--- config.mk ---
export PLATFORM = sky130hd
export DESIGN_NAME = irq_share_arbiter
export DESIGN_NICKNAME = d
export VERILOG_FILES = /design/src/rtl/irq_share_pkg.sv /design/src/rtl/irq_req_decode.sv /design/src/rtl/irq_hold_bank.sv /design/src/rtl/irq_edge_pulse.sv /design/src/rtl/irq_share_arbiter.sv
export SDC_FILE = /design/constraint.sdc
export NUM_CORES = 1
export LEC_CHECK = 0
export ABC_AREA = 1
export BUFFER_PORTS_ARGS = -buffer_cell sky130_fd_sc_hd__buf_2
export CORE_MARGIN = 2
export CORE_UTILIZATION = 40
export CTS_BUF_LIST = sky130_fd_sc_hd__clkbuf_8 sky130_fd_sc_hd__clkbuf_16
export DETAILED_ROUTE_END_ITERATION = 8
export GPL_ROUTABILITY_DRIVEN = 0
export HOLD_SLACK_MARGIN = 0.06
export PLACE_DENSITY_LB_ADDON = 0.2
export SYNTH_ARGS = -nofsm -noshare
export SYNTH_HDL_FRONTEND = slang
export SYNTH_SLANG_ARGS = --single-unit
--- constraint.sdc ---
create_clock -name clk -period 2.1 [get_ports clk]
set_input_delay 0.105 -clock clk [delete_from_list [all_inputs] [get_ports clk]]
set_output_delay 0.105 -clock clk [all_outputs]
set_load 0.03 [all_outputs]
--- src/rtl/irq_share_pkg.sv ---
// Package: shared constants for the interrupt line hold arbiter.
// Assumes request source indices are SRC_W bits wide and that there are
// exactly MB_COUNT motherboard sources.
package irq_share_pkg;
    localparam int SRC_W    = 5;
    localparam int MB_COUNT = 2;
    localparam logic MODE_LEVEL = 1'b1;
endpackage

--- src/rtl/irq_req_decode.sv ---
// Module: irq_req_decode
// Turns one request (source kind, index, mode) into a target line, a holder
// bit, an accept flag and an effective trigger mode.
// Assumes: card holder bits sit at [NUM_CARDS-1:0] and motherboard bits sit
// directly above them.
module irq_req_decode
    import irq_share_pkg::*;
#(
    parameter int NUM_CARDS = 4,
    parameter int NUM_LINES = 16,
    parameter int LINE_W    = 4,
    parameter int HELD_W    = 6
) (
    input  logic                        req_vld,
    input  logic                        req_is_mb,
    input  logic [SRC_W-1:0]            req_src,
    input  logic                        req_mode,
    input  logic                        steer_en,
    input  logic [MB_COUNT-1:0]         mb_en,
    input  logic [NUM_CARDS*LINE_W-1:0] card_route,
    input  logic [MB_COUNT*LINE_W-1:0]  mb_route,
    output logic                        go,
    output logic                        is_level,
    output logic [LINE_W-1:0]           line_sel,
    output logic [HELD_W-1:0]           hold_bit
);
    localparam int LW1 = LINE_W + 1;

    logic accept;
    logic line_ok;

    // Purpose: select route, holder bit and mode for the requesting source.
    always_comb begin
        accept   = 1'b0;
        is_level = 1'b0;
        line_sel = '0;
        hold_bit = '0;
        if (req_is_mb) begin
            if (req_src < SRC_W'(MB_COUNT)) begin
                for (int m = 0; m < MB_COUNT; m++) begin
                    if (req_src == SRC_W'(m)) begin
                        accept   = mb_en[m];
                        line_sel = mb_route[m*LINE_W +: LINE_W];
                        hold_bit[NUM_CARDS + m] = 1'b1;
                    end
                end
                is_level = (req_mode == MODE_LEVEL);
            end
        end else begin
            if (req_src < SRC_W'(NUM_CARDS)) begin
                for (int c = 0; c < NUM_CARDS; c++) begin
                    if (req_src == SRC_W'(c)) begin
                        line_sel = card_route[c*LINE_W +: LINE_W];
                        hold_bit[c] = 1'b1;
                    end
                end
                accept   = 1'b1;
                is_level = steer_en;
            end
        end
    end

    // Purpose: refuse a route that points past the last line.
    assign line_ok = ({1'b0, line_sel} < LW1'(NUM_LINES));
    assign go      = req_vld & accept & line_ok;
endmodule

--- src/rtl/irq_hold_bank.sv ---
// Module: irq_hold_bank
// Keeps one holder bitmap per line and drives each line's level as the OR
// of its holders. Assumes each request channel carries a one-hot holder bit.
module irq_hold_bank #(
    parameter int NUM_LINES = 16,
    parameter int LINE_W    = 4,
    parameter int HELD_W    = 6
) (
    input  logic                 clk,
    input  logic                 rst_n,
    input  logic                 set_lvl,
    input  logic [LINE_W-1:0]    set_line,
    input  logic [HELD_W-1:0]    set_bit,
    input  logic                 clr_lvl,
    input  logic [LINE_W-1:0]    clr_line,
    input  logic [HELD_W-1:0]    clr_bit,
    output logic [NUM_LINES-1:0] line_level
);
    for (genvar l = 0; l < NUM_LINES; l++) begin : g_line
        logic [HELD_W-1:0] holders;
        logic [HELD_W-1:0] holders_nxt;

        // Purpose: add the setter's bit, then remove the clearer's bit.
        always_comb begin
            holders_nxt = holders;
            if (set_lvl && (set_line == LINE_W'(l)))
                holders_nxt = holders_nxt | set_bit;
            if (clr_lvl && (clr_line == LINE_W'(l)))
                holders_nxt = holders_nxt & ~clr_bit;
        end

        // Purpose: holder register with synchronous reset.
        always_ff @(posedge clk) begin
            if (!rst_n) holders <= '0;
            else        holders <= holders_nxt;
        end

        assign line_level[l] = |holders;
    end
endmodule

--- src/rtl/irq_edge_pulse.sv ---
// Module: irq_edge_pulse
// Registers a one-clock pulse on the line chosen by an edge set request.
// Assumes at most one edge request per cycle.
module irq_edge_pulse #(
    parameter int NUM_LINES = 16,
    parameter int LINE_W    = 4
) (
    input  logic                 clk,
    input  logic                 rst_n,
    input  logic                 fire,
    input  logic [LINE_W-1:0]    line_sel,
    output logic [NUM_LINES-1:0] pulse
);
    // Purpose: set one pulse bit for a single cycle.
    always_ff @(posedge clk) begin
        if (!rst_n) begin
            pulse <= '0;
        end else begin
            pulse <= '0;
            for (int l = 0; l < NUM_LINES; l++)
                if (fire && (line_sel == LINE_W'(l))) pulse[l] <= 1'b1;
        end
    end
endmodule

--- src/rtl/irq_share_arbiter.sv ---
// Module: irq_share_arbiter (top)
// Arbitrates shared interrupt lines among card slots and motherboard sources.
// Level requests are tracked in per-line holder bitmaps, and edge requests
// become one-clock pulses. Assumes NUM_CARDS + 2 <= 32 and routing inputs
// held steady by the surrounding configuration logic.
module irq_share_arbiter
    import irq_share_pkg::*;
#(
    parameter int NUM_CARDS = 4,
    parameter int NUM_LINES = 16,
    parameter int LINE_W    = $clog2(NUM_LINES)
) (
    input  logic                        clk,
    input  logic                        rst_n,
    input  logic                        steer_en,
    input  logic [1:0]                  mb_en,
    input  logic [NUM_CARDS*LINE_W-1:0] card_route,
    input  logic [2*LINE_W-1:0]         mb_route,
    input  logic                        set_vld,
    input  logic                        set_is_mb,
    input  logic [4:0]                  set_src,
    input  logic                        set_mode,
    input  logic                        clr_vld,
    input  logic                        clr_is_mb,
    input  logic [4:0]                  clr_src,
    input  logic                        clr_mode,
    output logic [NUM_LINES-1:0]        line_level,
    output logic [NUM_LINES-1:0]        line_edge
);
    localparam int HELD_W = NUM_CARDS + MB_COUNT;

    logic              set_go, set_is_lvl, clr_go, clr_is_lvl;
    logic [LINE_W-1:0] set_line, clr_line;
    logic [HELD_W-1:0] set_bit, clr_bit;
    logic              set_lvl, set_edg, clr_lvl;

    irq_req_decode #(
        .NUM_CARDS(NUM_CARDS), .NUM_LINES(NUM_LINES),
        .LINE_W(LINE_W), .HELD_W(HELD_W)
    ) u_set_dec (
        .req_vld(set_vld), .req_is_mb(set_is_mb), .req_src(set_src),
        .req_mode(set_mode), .steer_en(steer_en), .mb_en(mb_en),
        .card_route(card_route), .mb_route(mb_route),
        .go(set_go), .is_level(set_is_lvl), .line_sel(set_line),
        .hold_bit(set_bit)
    );

    irq_req_decode #(
        .NUM_CARDS(NUM_CARDS), .NUM_LINES(NUM_LINES),
        .LINE_W(LINE_W), .HELD_W(HELD_W)
    ) u_clr_dec (
        .req_vld(clr_vld), .req_is_mb(clr_is_mb), .req_src(clr_src),
        .req_mode(clr_mode), .steer_en(steer_en), .mb_en(mb_en),
        .card_route(card_route), .mb_route(mb_route),
        .go(clr_go), .is_level(clr_is_lvl), .line_sel(clr_line),
        .hold_bit(clr_bit)
    );

    // Purpose: split accepted requests by effective trigger mode.
    assign set_lvl = set_go & set_is_lvl;
    assign set_edg = set_go & ~set_is_lvl;
    assign clr_lvl = clr_go & clr_is_lvl;

    irq_hold_bank #(
        .NUM_LINES(NUM_LINES), .LINE_W(LINE_W), .HELD_W(HELD_W)
    ) u_bank (
        .clk(clk), .rst_n(rst_n),
        .set_lvl(set_lvl), .set_line(set_line), .set_bit(set_bit),
        .clr_lvl(clr_lvl), .clr_line(clr_line), .clr_bit(clr_bit),
        .line_level(line_level)
    );

    irq_edge_pulse #(
        .NUM_LINES(NUM_LINES), .LINE_W(LINE_W)
    ) u_edge (
        .clk(clk), .rst_n(rst_n), .fire(set_edg),
        .line_sel(set_line), .pulse(line_edge)
    );
endmodule

# Word level (Yosys, flattened, before mapping)
# Index checks and enable logic that the tools add are counted.
# word_totals
regBits,112
latchBits,0
ramBits,0
rom_bits,0
input_bits,45
output_inout_bits,32
wordCells,262
mem_count,0
# op_classes
n_addsub,0
multipliers,0
div_mod_pow,0
n_lt_le_gt_ge,4
eq_ne,36
shift,0
mux,98
bitwise_logic,39
reduce_logical,68
# ops
op,n
two-way mux 6 bit,32
bitwise AND 6 bit,16
bitwise OR 6 bit,16
OR reduction 6 bit,16
two-way mux 4 bit,22
"== test 4 bit, second input constant",16
logical AND 1 bit,48
two-way mux 1 bit,40
"== test 4 x 3 -> 1 bit, second input constant",8
"== test 5 x 2 -> 1 bit, second input constant",4
"== test 4 x 2 -> 1 bit, second input constant",4
"== test 5 x 1 -> 1 bit, second input constant",2
logical NOT 5 bit,2
"< comparator 5 x 2 -> 1 bit, second input constant",2
"< comparator 5 x 3 -> 1 bit, second input constant",2
"== test 4 x 1 -> 1 bit, second input constant",2
logical NOT 4 bit,2
two-way mux 2 bit,4
inverter 6 bit,1
bitwise AND 1 bit,5
inverter 1 bit,1

# Logic depth before layout (Yosys ltp)
# Gate-level depths: netlist of the first run.
# logic_depth
depth_word,12
depth_mapped,13
ltp_nobuf,12

# By module
# From an unflattened synthesis of the first run, not the netlist that was laid out.
# unflattened
hier_cells,1006
hier_area_um2,6227.2
# by_module_without_submodules
mod,n_inst,cells_per_inst,area_per_inst_um2,seq_area_each_um2
irq_hold_bank,1,755,4703.3,1921.8
irq_req_decode (u_clr_dec),1,97,526.8,0.0
irq_req_decode (u_set_dec),1,95,505.5,0.0
irq_edge_pulse,1,53,466.7,320.3
irq_share_arbiter,1,6,25.0,0.0

# Worst setup path before layout of the first run
# Ideal clock, no wire load.
# synth_path
path_kind,input to register
from,input port clr_src[3]
to,register u_bank.g_line[13].holders[1]
setup_ns,0.117
arrival_ns,1.403
required_ns,1.983
setup_slack_ns,0.580
stages,13
path_buffers,1
cell_sequence,nor2_4 > nand2_1 > inv_2 > nand2_1 > nand2_1 > nand2_1 > nor2_2 > nand2_2 > nor2_4 > buf_4 > nand3_1 > nand2_1 > a21oi_1
# synth_via
elab_chain_cells,10
word_cells_on_any_way,33
cone_classes,order compare: 2; eq/ne: 4; mux: 21; bitwise: 4; reduce/logical: 2
# synth_rtl
item,line,rtl
start: declaration,irq_share_arbiter.sv:25,"input logic [4:0] clr_src,"
logical NOT 5 bit,"irq_req_decode.sv:41, irq_req_decode.sv:52",
two-way mux 4 bit (4 in series),irq_req_decode.sv:52,if (req_src == SRC_W'(c)) begin
two-way mux 4 bit,irq_req_decode.sv:50,if (req_src < SRC_W'(NUM_CARDS)) begin
two-way mux 4 bit,irq_req_decode.sv:38,if (req_is_mb) begin
== test 4 bit,irq_hold_bank.sv:28,if (clr_lvl && (clr_line == LINE_W'(l)))
logical AND 1 bit,irq_hold_bank.sv:28,
two-way mux 6 bit *,irq_hold_bank.sv:28,
end signal: assignment,irq_hold_bank.sv:35,else holders <= holders_nxt;
end: declaration,irq_hold_bank.sv:20,logic [HELD_W-1:0] holders;
# Mark *: on every way between the ends. The rest lies on a longest branch, timed or not.
# A chain may end at the register's enable or synchronous reset.

# Worst setup path in the final report of the first run
# layout_path
from,input port clr_src[3]
to,register u_bank.g_line[1].holders[3]
# layout_via
elab_chain_cells,10
word_cells_on_any_way,33
cone_classes,order compare: 2; eq/ne: 4; mux: 21; bitwise: 4; reduce/logical: 2
# layout_rtl
item,line
logical NOT 5 bit,"irq_req_decode.sv:41, irq_req_decode.sv:52"
two-way mux 4 bit (4 in series),irq_req_decode.sv:52
two-way mux 4 bit,irq_req_decode.sv:50
two-way mux 4 bit,irq_req_decode.sv:38
== test 4 x 1 -> 1 bit,irq_hold_bank.sv:28
logical AND 1 bit,irq_hold_bank.sv:28
two-way mux 6 bit *,irq_hold_bank.sv:28
end signal: assignment,irq_hold_bank.sv:35
end: declaration,irq_hold_bank.sv:20
# Marked as above.

==> results of run 1 <==
-- logic make-up after synthesis --
family          share of synthesized area
simple gates                        0.451
buf+inv                             0.117
flops                               0.360
compound gates                     0.0724
-- sequential cells by signal, summed over array words and instances, names as in the netlist --
name,flops
u_bank.g_line.holders,96
u_edge.pulse,16
-- worst register-to-register path: cells and delay by family, from the launching register on --
| family | cells | cell delay [ps] |
|---|---|---|
| AOI/OAI and AO/OA | 1 | 140 |
| DFF | 1 | 350 |
| buffers and inverters | 1 | 40 |
-- worst max path at each step --
| stage | start | endpoint | slack, ps | cells after the start |
|---|---|---|---|---|
| 2_1_floorplan | clr_src[3] | u_bank.g_line[13].holders[1] | 580 | 13 |
| 3_3_place_gp | clr_src[0] | u_bank.g_line[1].holders[4] | -10 | 10 |
| 3_5_place_dp | clr_src[3] | u_bank.g_line[1].holders[3] | -9 | 9 |
| 4_1_cts | clr_src[3] | u_bank.g_line[1].holders[3] | 360 | 9 |
| 5_1_grt | clr_src[3] | u_bank.g_line[1].holders[3] | 110 | 9 |
| 6_report | clr_src[3] | u_bank.g_line[1].holders[3] | 310 | 9 |
-- cell usage after synthesis --
cell type  instances  area share
nand2_1          154       0.093
nand3_1          150        0.12
nor2_1           116       0.070
dfxtp_1          112        0.36
inv_1            102       0.062
a21oi_1           72       0.058
nand4_1           68       0.068
nor4_1            25       0.025
buf_2             22       0.018
clkbuf_1          18       0.011
nor2_2            14       0.014
inv_2             13      0.0078
nor2_4            13       0.024
buf_4             11       0.013
nor3_1            10      0.0080
o21ai_1           10      0.0080
buf_1              6      0.0036
nand3_2            6      0.0096
nand2_2            5      0.0050
nor2b_1            3      0.0030
nand2_4            2      0.0036
o21ai_0            2      0.0016
o21ai_2            2      0.0028
a22oi_2            1      0.0020
buf_6              1      0.0018
nand3_4            1      0.0028
nor2_8             1      0.0032
or2_2              1      0.0010
-- area by class of cell --
| cell class | instances | area share |
|---|---|---|
| inverter | 115 | 0.0594 |
| sequential | 112 | 0.309 |
| tap | 188 | 0.0324 |
| multi-input combinational | 656 | 0.450 |
| clock buffer | 10 | 0.0329 |
| clock inverter | 6 | 0.00810 |
| timing repair buffer | 120 | 0.108 |
-- power breakdown --
| part | switching (W) | internal (W) |
|---|---|---|
| Combinational | 0.000273 | 0.000121 |
| Sequential | 0.000000117 | 0.00212 |
| Clock | 0.000880 | 0.000869 |
-- routing by layer --
layer,track usage,wire [µm],vias up
met1,0.341,8950,2916
met3,0.0511,1330,40
li1,-,-,3273
met2,0.380,9010,238
met4,0.0786,418,0
met5,0,0,-
-- metrics by stage --
step / setup slack (ps) / area (µm²) / utilization
global placement: -12.0 / 6970 / 0.458
floorplan: 580 / 6220 / -
finish: 311 / 7260 / 0.478
detailed placement: -9.28 / 6970 / 0.458
global route: 113 / 7260 / 0.478
CTS: 361 / 7260 / 0.478
==> run_results.csv, run 1 <==
group,metric,value,unit
setup_path,rr_worst_depth,2,
floorplan,core,15200,µm²
logic_synthesis,ys_ff_latch,112,
timing,finalSetupViolations,0,
logic_synthesis,yosysSeqAreaShare,0.360,
pwr,finalPower,0.00426,W
min_path,min_to,"u_edge.pulse[15]",
routing,dr.pass1.iters,6,
setup_path,startpoint_type,"primary input",
placed_design,port_buffers,76,
logic_synthesis,netlist_area,6220,µm²
setup_path,critPathMaxStageDelay,790,ps
logic_synthesis,syn_nets,986,
timing,hold_viol_final,0,
floorplan,rows,45,
grt,grt_max_degree,48,
outcome,outcome,"complete, no violations",
layout,drive_gt1_frac,0.193,
clock_tree,path_clk_slew,80,ps
grt,antenna_found_initial,0,
setup_path,worst-path-buf-inv,1,
routing,drt-total-wl,19700,µm
grt,gr-total-overflow,0,
pwr,peakVddDrop,0.000463,V
timing,fin_setup_tns,0,ps
setup_path,cp_top_family,"simple AND/OR/NAND/NOR gates",
clock_tree,cts.sinks,112,
clock_tree,cts_resized,0,
logic_synthesis,synth.avg_cell_area,6.62,µm²
layout,area_growth,16.7,%
floorplan,die_area,16600,µm²
setup_path,worst_r2r_endpoint,"u_bank.g_line[3].holders[1]",
setup_path,endpoint_kind,"flip-flop",
floorplan,initial_core_util,0.409,
timing,slew_headroom,0.298,
routing,wire_per_inst,16.3,µm
setup_path,critPathKind,"in2reg",
logic_synthesis,synth_cells,941,
placed_design,place_hpwl,13200,µm
layout,final_cell_count_no_fill,1207,
setup_path,r2r_slack,1500,ps
routing,vias,6467,
clock_tree,cts_tree,"built",
layout,layout_commonest_cell,"nand2_1",
timing,worst_slew_pin_slew,1050,ps
timing,whs,218,ps
clock_tree,cts_htree_levels,3,
grt,grt_pass1_wl,32000,µm
clock_tree,cts-root-buf,"clkbuf_16",
clock_tree,numCtsBuffers,9,
setup_path,cp.arrival,2060,ps
floorplan,die_y,129,µm
layout,final_cell_mix,"nand2_1 (154), nand3_1 (150), nor2_1 (116), dfxtp_1 (112), inv_1 (102)",
timing,fmaxAchievable,559,MHz
layout,fillCellCount,1599,
timing,clock_skew,0,ps
min_path,hp-class,"in2reg",
clock_tree,clock_path_buffers,2,
floorplan,die_width,129,µm
clock_tree,post_cts_buffers,0,
timing,slew_violations,0,
layout,seqCellArea,2240,µm²
pwr,leakagePower,3.04,nW
logic_synthesis,ys_warn_count,0,
grt,grt_pass1_vias,6031,
routing,drc,0,
setup_path,crit_chain,"buf_2 -> nor2_4 -> nand3_1 -> o21ai_1 -> o21ai_2 -> nor2_2 -> nand4_1 -> nand2_1 -> nor2_1",
clock_tree,clk_latency,360,ps
layout,multi_input_area,3270,µm²
pwr,power_density,587,nW/µm²
placed_design,dp_cells,1191,
timing,period_share,0.852,
setup_path,critical_path_required,2370,ps
setup_path,r2r_start,"u_bank.g_line[3].holders[1]",
grt,grt_usage,0.245,
clock_tree,hold_buffers,0,
timing,finalCriticalPeriod,1790,ps
min_path,worstHoldStart,"set_vld",
layout,final_net_count,1059,
routing,drt_iter0_markers,657,
routing,avgViaCountPerCell,5.36,
layout,n_antenna_cell,0,
job,max-cap-violations,0,
logic_synthesis,yosys.cell_types.count,28,
setup_path,worstPathMaxFanout,24,
floorplan,pin_count,77,
timing,rsz0062_at_grt,"false",
min_path,min_path_cells,4,
setup_path,slowest_stage,"nor2_2",
routing,ant_nets,0,
Note: power is estimated with default switching activity, not from simulation.
==> run 2: changes to the inputs <==
==> constraint.sdc (replaced) <==
create_clock -name clk -period 2.1 [get_ports clk]
set_input_delay 0.21 -clock clk [delete_from_list [all_inputs] [get_ports clk]]
set_output_delay 0.21 -clock clk [all_outputs]
set_load 0.03 [all_outputs]
==> run 2 against run 1 <==
Effect of this change: sequential share of layout area decreased by 0.80 points; clock skew unchanged; via count increased by 1.3%; critical path depth increased by 3; non-clock buffer count increased by 24; critical path type unchanged; die area unchanged; largest power group unchanged; combinational power increased by 5.6%; wire length decreased by 1.8%; flip-flop and latch count unchanged; cell count increased by 2.0%; global-route usage decreased by 0.55 points.
==> run_results.csv, run 2 (synthesis results as in run 1) <==
group,metric,value,unit
layout,final_cell_count_no_fill,1231,
routing,ant_nets,0,
placed_design,port_buffers,76,
pwr,switching_share,0.254,
pwr,switchingPower,0.00110,W
layout,fillCellCount,1564,
setup_path,slowest_stage,"nand3_1",
clock_tree,clk_latency,350,ps
floorplan,initial_core_util,0.409,
clock_tree,cts_htree_levels,3,
pwr,leakagePower,3.16,nW
min_path,hp-class,"in2reg",
pwr,p_int,0.00323,W
floorplan,die_width,129,µm
timing,period_share,0.840,
setup_path,critical_path_required,2390,ps
pwr,power_density,580,nW/µm²
routing,avgViaCountPerCell,5.32,
setup_path,crit_chain,"buf_2 -> inv_1 -> nand2_1 -> nand3_1 -> nor2b_1 -> nand3_1 -> nand2_2 -> nor2_2 -> nand3_1 -> nor2_1 -> nor2_1 -> nor2_1",
clock_tree,cts.sinks,112,
setup_path,worst-path-buf-inv,2,
floorplan,rows,45,
setup_path,critPathKind,"in2reg",
timing,finalCriticalPeriod,1760,ps
timing,fmaxAchievable,567,MHz
pwr,peakVddDrop,0.000488,V
timing,slew_violations,0,
routing,drt-total-wl,19400,µm
setup_path,endpoint_kind,"flip-flop",
layout,drive_gt1_frac,0.211,
layout,n_antenna_cell,0,
pwr,comb_power_share,0.096,
pwr,power_frac_clock,0.413,
layout,final_cell_mix,"nand2_1 (154), nand3_1 (150), nor2_1 (116), dfxtp_1 (112), inv_1 (103)",
setup_path,r2r_slack,1510,ps
job,max-cap-violations,0,
routing,dr.pass1.iters,5,
layout,fin_util,0.491,
setup_path,endpoint,"u_bank.g_line[0].holders[1]",
timing,fin_setup_tns,0,ps
setup_path,critPathMaxStageDelay,300,ps
floorplan,die_y,129,µm
grt,grt_pass1_wl,31500,µm
setup_path,rr_worst_depth,2,
pwr,finalPower,0.00432,W
setup_path,crit_cells,12,
clock_tree,numCtsBuffers,9,
clock_tree,cts-root-buf,"clkbuf_16",
setup_path,cp.arrival,2060,ps
clock_tree,path_clk_slew,70,ps
floorplan,core,15200,µm²
timing,worst_slew_pin_slew,594,ps
layout,area_growth,19.8,%
grt,antenna_found_initial,0,
clock_tree,cts_tree,"built",
floorplan,pin_count,77,
layout,largest_reg_flops,96,
setup_path,r2r_start,"u_bank.g_line[3].holders[3]",
routing,wire_per_inst,15.7,µm
layout,final_net_count,1083,
routing,drt_iter0_markers,623,
setup_path,startpoint_type,"primary input",
timing,rsz0062_at_grt,"false",
grt,grt_usage,0.239,
grt,grt_max_degree,97,
pwr,seqPwrFrac,0.491,
clock_tree,clock_path_buffers,2,
timing,hold_viol_final,0,
setup_path,setup.worst_path.start,"set_src[0]",
layout,largestRegisters,"u_bank.g_line.holders: 96 flops, u_edge.pulse: 16 flops",
grt,grt_pass1_vias,6182,
routing,drc,0,
timing,slew_headroom,0.603,
layout,top_register,"u_bank.g_line.holders",
floorplan,die_area,16600,µm²
routing,vias,6551,
placed_design,dp_cells,1215,
clock_tree,hold_buffers,0,
setup_path,worstPathMaxFanout,16,
placed_design,place_hpwl,13400,µm
setup_path,cp_top_family,"simple AND/OR/NAND/NOR gates",
timing,clock_skew,0,ps
layout,layout_commonest_cell,"nand2_1",
grt,gr-total-overflow,0,
clock_tree,post_cts_buffers,0,
outcome,outcome,"complete, no violations",
timing,finalSetupViolations,0,
setup_path,worst_r2r_endpoint,"u_bank.g_line[3].holders[3]",
min_path,min_path_cells,4,
==> run 2: changes by cell type in the layout (fill, tap and decap cells not counted) <==
cell       delta
nor2_2        -1
buf_4        +24
inv_6         +1
bufinv_16     +1
nor2_4        +1
inv_8         -3
inv_1         +1
==> run 2: layout make-up <==
class	instances	area, µm²	area share
Multi-Input combinational cell	656	3280	0.439
Clock inverter	6	67.6	0.00906
Clock buffer	10	239	0.0320
Sequential cell	112	2240	0.301
Tap cell	188	235	0.0315
Inverter	115	432	0.0579
Timing Repair Buffer	144	966	0.130
==> run 2: worst min-delay path by stage <==
stage                                             from                      endpoint  slack, ps
after floorplan           u_bank.g_line[11].holders[5]  u_bank.g_line[11].holders[5]        420
after global placement    u_bank.g_line[10].holders[0]  u_bank.g_line[10].holders[0]        430
after detailed placement  u_bank.g_line[14].holders[0]  u_bank.g_line[14].holders[0]        430
after CTS                                      set_vld               u_edge.pulse[6]        310
after global routing                           set_vld               u_edge.pulse[2]        360
final                                          set_vld               u_edge.pulse[6]        320
==> run 2: repair_timing <==
item	in CTS	in global routing
resized for setup	0	1
setup endpoints to repair	0	3
endpoints found under the hold margin	0	0
==> run 2: power by group through the flow <==
stage	logic (W)	registers, W	clock network [W]
4_1_cts	0.000411	0.00212	0.00182
2_1_floorplan	0.000231	0.00217	0
3_5_place_dp	0.000410	0.00217	0
3_3_place_gp	0.000409	0.00217	0
5_1_grt	0.000455	0.00212	0.00190
6_report	0.000416	0.00212	0.00178
==> run 2: routing by layer <==
metal  up-vias  global-route usage  wire length (µm)
li1       3307                   -                 -
met3        40              0.0466              1180
met5         -                   0                 0
met4         0              0.0870               460
met2       217               0.372              8760
met1      2987               0.331              8960
==> run 2: worst min-delay path, cell delays in order <==
cell and delay [ps]:
buf_2 110, nand4_1 70, buf_4 190, nor3_1 60
==> run 2: stage by stage <==
stage / cell area, µm² / setup WS [ps] / hold slack (ps)
detailed placement: 7150 / -137 / 433
CTS: 7450 / 268 / 312
floorplan: 6220 / 475 / 420
global route: 7460 / 161 / 357
finish: 7460 / 337 / 324
global placement: 7150 / -71.3 / 431
